[src/rtl/sacc_pkg.sv]
package sacc_pkg;

  // One-bit full adder: returns {carry_out, sum}
  function automatic logic [1:0] fa_bit(input logic a, input logic b, input logic cin);
    logic s;
    logic co;
    s  = a ^ b ^ cin;
    co = (a & b) | (a & cin) | (b & cin);
    return {co, s};
  endfunction

endpackage

[src/rtl/sacc_shreg.sv]
module sacc_shreg #(
  parameter int WIDTH = 8
) (
  input  logic             clk,
  input  logic             rst_n,
  input  logic             clr,
  input  logic             load,
  input  logic [WIDTH-1:0] din,
  input  logic             shift,
  input  logic             sin,
  output logic [WIDTH-1:0] q
);

  // Right shift: the bit at index 0 leaves, sin enters at the top
  always_ff @(posedge clk or negedge rst_n) begin
    if (!rst_n)     q <= '0;
    else if (clr)   q <= '0;
    else if (load)  q <= din;
    else if (shift) q <= {sin, q[WIDTH-1:1]};
  end

endmodule

[src/rtl/sacc_bitadd.sv]
module sacc_bitadd (
  input  logic clk,
  input  logic rst_n,
  input  logic clr,
  input  logic en,
  input  logic a,
  input  logic b,
  output logic sum,
  output logic carry_q
);
  import sacc_pkg::*;

  logic [1:0] res;
  logic       cout;

  always_comb begin
    res  = fa_bit(a, b, carry_q);
    sum  = res[0];
    cout = res[1];
  end

  always_ff @(posedge clk or negedge rst_n) begin
    if (!rst_n)   carry_q <= 1'b0;
    else if (clr) carry_q <= 1'b0;
    else if (en)  carry_q <= cout;
  end

  // a clear (start of an add or a clear command) leaves no carry behind
  assert_carry_cleared_R6: assert property (@(posedge clk) disable iff (!rst_n)
    clr |=> (carry_q == 1'b0));

endmodule

[src/rtl/sacc_ctrl.sv]
module sacc_ctrl #(
  parameter int WIDTH = 8
) (
  input  logic clk,
  input  logic rst_n,
  input  logic clr_i,
  input  logic load_i,
  input  logic start_i,
  output logic clr_acc,
  output logic load_x,
  output logic begin_add,
  output logic shift_en,
  output logic last_shift,
  output logic busy_o,
  output logic done_o
);

  localparam int CW = $clog2(WIDTH + 1);
  localparam logic [CW-1:0] CNT_FULL = CW'(WIDTH);

  logic [CW-1:0] cnt;
  logic          idle;

  assign idle       = (cnt == '0);
  assign begin_add  = start_i & idle;
  assign clr_acc    = clr_i & idle;
  assign load_x     = load_i & idle;
  assign shift_en   = ~idle;
  assign last_shift = (cnt == CW'(1));
  assign busy_o     = shift_en;

  always_ff @(posedge clk or negedge rst_n) begin
    if (!rst_n)         cnt <= '0;
    else if (begin_add) cnt <= CNT_FULL;
    else if (shift_en)  cnt <= cnt - CW'(1);
  end

  always_ff @(posedge clk or negedge rst_n) begin
    if (!rst_n) done_o <= 1'b0;
    else        done_o <= last_shift;
  end

  // a start taken while idle loads the full shift count
  assert_start_loads_count_R4: assert property (@(posedge clk) disable iff (!rst_n)
    (start_i && !busy_o) |=> (busy_o && cnt == CNT_FULL));

  // done is a single-cycle pulse
  assert_done_single_R7: assert property (@(posedge clk) disable iff (!rst_n)
    done_o |=> !done_o);

  // done follows the shift phase and the block is idle again
  assert_done_after_busy_R7: assert property (@(posedge clk) disable iff (!rst_n)
    done_o |-> (!busy_o && $past(busy_o)));

  // a start while busy does not reload the counter
  assert_start_ignored_busy_R9: assert property (@(posedge clk) disable iff (!rst_n)
    (busy_o && !last_shift) |=> (cnt == $past(cnt) - CW'(1)));

endmodule

[src/rtl/serial_accum.sv]
module serial_accum #(
  parameter int WIDTH = 8
) (
  input  logic             clk,
  input  logic             rst_n,
  input  logic             clr_i,
  input  logic             load_i,
  input  logic [WIDTH-1:0] x_i,
  input  logic             start_i,
  output logic             busy_o,
  output logic             done_o,
  output logic [WIDTH-1:0] acc_o,
  output logic             carry_o
);

  logic             clr_acc;
  logic             load_x;
  logic             begin_add;
  logic             shift_en;
  logic             last_shift;
  logic             sum_bit;
  logic             carry_q;
  logic             carry_clr;
  logic [WIDTH-1:0] x_q;
  logic [WIDTH-1:0] z_q;

  sacc_ctrl #(.WIDTH(WIDTH)) u_ctrl (
    .clk        (clk),
    .rst_n      (rst_n),
    .clr_i      (clr_i),
    .load_i     (load_i),
    .start_i    (start_i),
    .clr_acc    (clr_acc),
    .load_x     (load_x),
    .begin_add  (begin_add),
    .shift_en   (shift_en),
    .last_shift (last_shift),
    .busy_o     (busy_o),
    .done_o     (done_o)
  );

  // Operand register rotates so its value survives the add
  sacc_shreg #(.WIDTH(WIDTH)) u_xreg (
    .clk   (clk),
    .rst_n (rst_n),
    .clr   (1'b0),
    .load  (load_x),
    .din   (x_i),
    .shift (shift_en),
    .sin   (x_q[0]),
    .q     (x_q)
  );

  // Sum register takes each new sum bit at its top end
  sacc_shreg #(.WIDTH(WIDTH)) u_zreg (
    .clk   (clk),
    .rst_n (rst_n),
    .clr   (clr_acc),
    .load  (1'b0),
    .din   ('0),
    .shift (shift_en),
    .sin   (sum_bit),
    .q     (z_q)
  );

  assign carry_clr = clr_acc | begin_add;

  sacc_bitadd u_add (
    .clk     (clk),
    .rst_n   (rst_n),
    .clr     (carry_clr),
    .en      (shift_en),
    .a       (x_q[0]),
    .b       (z_q[0]),
    .sum     (sum_bit),
    .carry_q (carry_q)
  );

  assign acc_o   = z_q;
  assign carry_o = carry_q;

  // a clear while idle zeroes sum and carry
  assert_clear_zeroes_R2: assert property (@(posedge clk) disable iff (!rst_n)
    (clr_i && !busy_o) |=> (acc_o == '0 && carry_o == 1'b0));

  // sum holds while idle without a clear
  assert_idle_hold_R10: assert property (@(posedge clk) disable iff (!rst_n)
    (!busy_o && !clr_i) |=> $stable(acc_o));

  // while busy the operand only rotates, whatever load_i does
  assert_operand_rotates_R9: assert property (@(posedge clk) disable iff (!rst_n)
    busy_o |=> (x_q == {$past(x_q[0]), $past(x_q[WIDTH-1:1])}));

  // a load while idle captures the parallel word
  assert_load_captures_R3: assert property (@(posedge clk) disable iff (!rst_n)
    (load_i && !busy_o) |=> (x_q == $past(x_i)));

endmodule

[config.mk]
export PLATFORM = sky130hd
export DESIGN_NAME = serial_accum
export DESIGN_NICKNAME = d
export VERILOG_FILES = /design/src/rtl/sacc_pkg.sv /design/src/rtl/sacc_shreg.sv /design/src/rtl/sacc_bitadd.sv /design/src/rtl/sacc_ctrl.sv /design/src/rtl/serial_accum.sv
export SDC_FILE = /design/constraint.sdc
export NUM_CORES = 1
export LEC_CHECK = 0
export BUFFER_PORTS_ARGS = -buffer_cell sky130_fd_sc_hd__buf_4
export CAP_MARGIN = 15
export CORE_ASPECT_RATIO = 1.25
export CORE_MARGIN = 5
export CORE_UTILIZATION = 57
export CTS_CLUSTER_DIAMETER = 30
export DETAILED_ROUTE_END_ITERATION = 6
export PLACE_DENSITY = 0.78
export SYNTH_ARGS = -nofsm -noshare
export SYNTH_HDL_FRONTEND = slang
export SYNTH_HIERARCHICAL = 1
export SYNTH_SLANG_ARGS = --single-unit
[constraint.sdc]
create_clock -name clk -period 3.79 [get_ports clk]
set_clock_uncertainty 0.05 [all_clocks]
set_input_delay 0.758 -clock clk [delete_from_list [all_inputs] [get_ports clk]]
set_output_delay 0.758 -clock clk [all_outputs]
set_load 0.01 [all_outputs]
==> impl_metrics.json <==
{
  "area_growth_pct": 23.0,
  "power_uw": 942,
  "post-route-drc-count": 0,
  "slew_violations": 0,
  "pre_cts_ws_ps": 1110,
  "clk_latency_ps": 300,
  "crit_top_cell": "inv_1",
  "hp-class": "input port to async pin",
  "placementRows": 18,
  "synth_compound_gate_area_share_pct": 11.6,
  "grt_max_degree": 23,
  "cts_resized": 0,
  "synthAdderAreaFrac_pct": 4.80,
  "core_sq_um": 2000,
  "tightest_slew_ps": 850,
  "worst_path_max_delay_cell": "inv_1",
  "layout.nets": 164,
  "grt-ovfl-total": 0,
  "cts_tree": "built",
  "worst-path-buf-inv": 3,
  "fillers": 145,
  "outcome": "completed",
  "fin_tns_setup_ps": 0,
  "final_cell_mix": "23 x buf_4, 22 x dfrtp_1, 19 x mux2i_1",
  "wire_per_inst_microns": 13.2,
  "fmax_mhz": 327,
  "ir_drop_v": 0.000438,
  "die_area_sq_um": 3130,
  "portBuffers": 23,
  "drv_cap": 0,
  "final_common_cell": "buf_4",
  "io-pin-count": 24,
  "cts-root-buf": "clkbuf_4",
  "power.density_nw_per_um2": 638,
  "ys_ff_latch": 22,
  "period_minus_slack_ps": 3050,
  "n_antenna_cell": 0,
  "yosys_warnings": 6,
  "drive_above_1_share_pct": 20.5,
  "synth_xor_area_share_pct": 0,
  "via_count": 858,
  "endpoint_kind": "primary output",
  "critPathLaunchType": "register",
  "die_w_microns": 51.0,
  "finalCritPeriodShare_pct": 80.6,
  "grt_pass1_vias": 866,
  "dr.pass1.iters": 2,
  "grt_pass1_wl_microns": 3670,
  "path_class": "register to primary output",
  "syn-cell-area_sq_um": 1200,
  "wirelength_microns": 2190,
  "relSlewSlack_pct": 43.3,
  "die_y_microns": 61.3,
  "routabilityCongestion": 0.857,
  "ctsHoldBuffers": 0,
  "setup_viol": 0,
  "power.leakage_nw": 0.798,
  "antenna_found_initial": 0,
  "start_util_pct": 59.9,
  "arrival_ps": 2250,
  "rsz0062_at_grt": "no",
  "clock_path_buffers": 2,
  "postCtsSetupBuffers": 0,
  "synth_top_family_by_area": "simple AND/OR/NAND/NOR gates",
  "yosys.cell_types.count": 24,
  "postRouteAntennaNets": 0,
  "critPathTopFamily": "buffers and inverters",
  "dp_hpwl_microns": 1600,
  "worstPathMaxFanout": 18,
  "final_core_utilization_pct": 73.7,
  "cts.sinks": 22,
  "ys_seq_area_share_pct": 45.9,
  "worstPathCellList": "inv_1 -> ha_1 -> nor3b_2 -> inv_1 -> buf_4",
  "avgSynthCellArea_sq_um": 11.2,
  "fin_area_sq_um": 1480,
  "hold_viol_final": 0,
  "synthMuxAreaShare_pct": 15.8,
  "htree_num_levels": 1,
  "synthSimpleGateAreaFrac_pct": 16.6,
  "worst_ep_required_time_ps": 2980,
  "drtIter0Drc": 5,
  "clk_pin_slew_ps": 120,
  "place_area_sq_um": 1420,
  "timing.final.ws_setup_ps": 736,
  "slowest_delay_ps": 480,
  "synthCells": 107,
  "grt_use_total_pct": 15.8,
  "cts_buffers": 3,
  "vias_per_cell": 5.17
}
## metal layers
metal  global-route usage [%]  part of all wire, %  vias up
met5                        0                    0        -
met4                     6.54                 0.69        0
met3                     3.15                  4.1        2
met2                     28.2                   49       17
met1                     18.8                   46      403
li1                         -                    -      436
## worst register-to-register path, cell delays in order, from the launching register on
cell      delay, ps
dfrtp_1         450
inv_1           110
ha_1            210
nor3b_2         380
inv_1           480
mux2i_1         240
a211oi_1        280
## synthesized netlist by cell type (all sizes together)
library cell,n,share of area (%)
a211oi,16,10
a21oi,1,0.42
a221oi,1,0.73
and2,3,1.6
and3,1,0.52
buf,5,3.1
conb,1,0.31
dfrtp,22,46
fa,1,1.7
ha,3,3.1
inv,6,1.9
mux2i,19,16
nand2b,3,1.6
nor2,2,0.63
nor2b,17,8.9
nor3b,1,1.0
nor4b,1,0.73
o21ai,1,0.42
or2,1,0.52
or2b,1,0.63
or3,1,0.52
## path summary, 6_finish.rpt
check                              start            end  slack (ps)  depth (start not counted)
max                        u_ctrl/cnt[0]         busy_o         740                          5
min                                rst_n    u_zreg/q[6]         270                          1
max reg2reg                u_ctrl/cnt[0]    u_xreg/q[2]        1500                          6
min reg2reg                u_ctrl/cnt[0]  u_ctrl/cnt[0]         520                          1
max in group asynchronous          rst_n    u_zreg/q[2]        3200                          1
min in group clk           u_ctrl/cnt[0]  u_ctrl/cnt[0]         520                          1
## cell type report
cell class                      instances  area [sq um]  area share, %
Multi-Input combinational cell         91           653           44.2
Sequential cell                        22           551           37.3
Timing Repair Buffer                   23           173           11.7
Clock inverter                          1          30.0           2.03
Tap cell                               20          25.0           1.69
Clock buffer                            3          22.5           1.53
Inverter                                6          22.5           1.53
## registers in the layout, indices dropped and copies added (netlist names)
signal	count
u_ctrl/done_o	1
u_xreg/q	8
u_ctrl/cnt	4
u_add/carry_q	1
u_zreg/q	8
## logic make-up (layout without fill, tap and decap cells)
family / count (synthesis) / in the layout
AO/OA/AOI/OAI: 19 / 19
multiplexers: 19 / 19
adder cells (fa/ha/maj): 4 / 4
AND/OR/NAND/NOR: 31 / 31
flip-flops: 22 / 22
other: 1 / 18
buffers and inverters: 11 / 33
## per-stage QoR
step | std cells | hold WS (ps)
floorplan | 124 | 412
global placement | 162 | 485
detailed placement | 162 | 505
CTS | 166 | 267
global route | 166 | 263
finish | 166 | 268
## power breakdown
part	total (mW)	internal, mW	switching (mW)
Combinational	0.381	0.200	0.181
Sequential	0.382	0.312	0.0706
Clock	0.179	0.107	0.0719
Total	0.942	0.619	0.323
(Power assumes the default switching activity.)
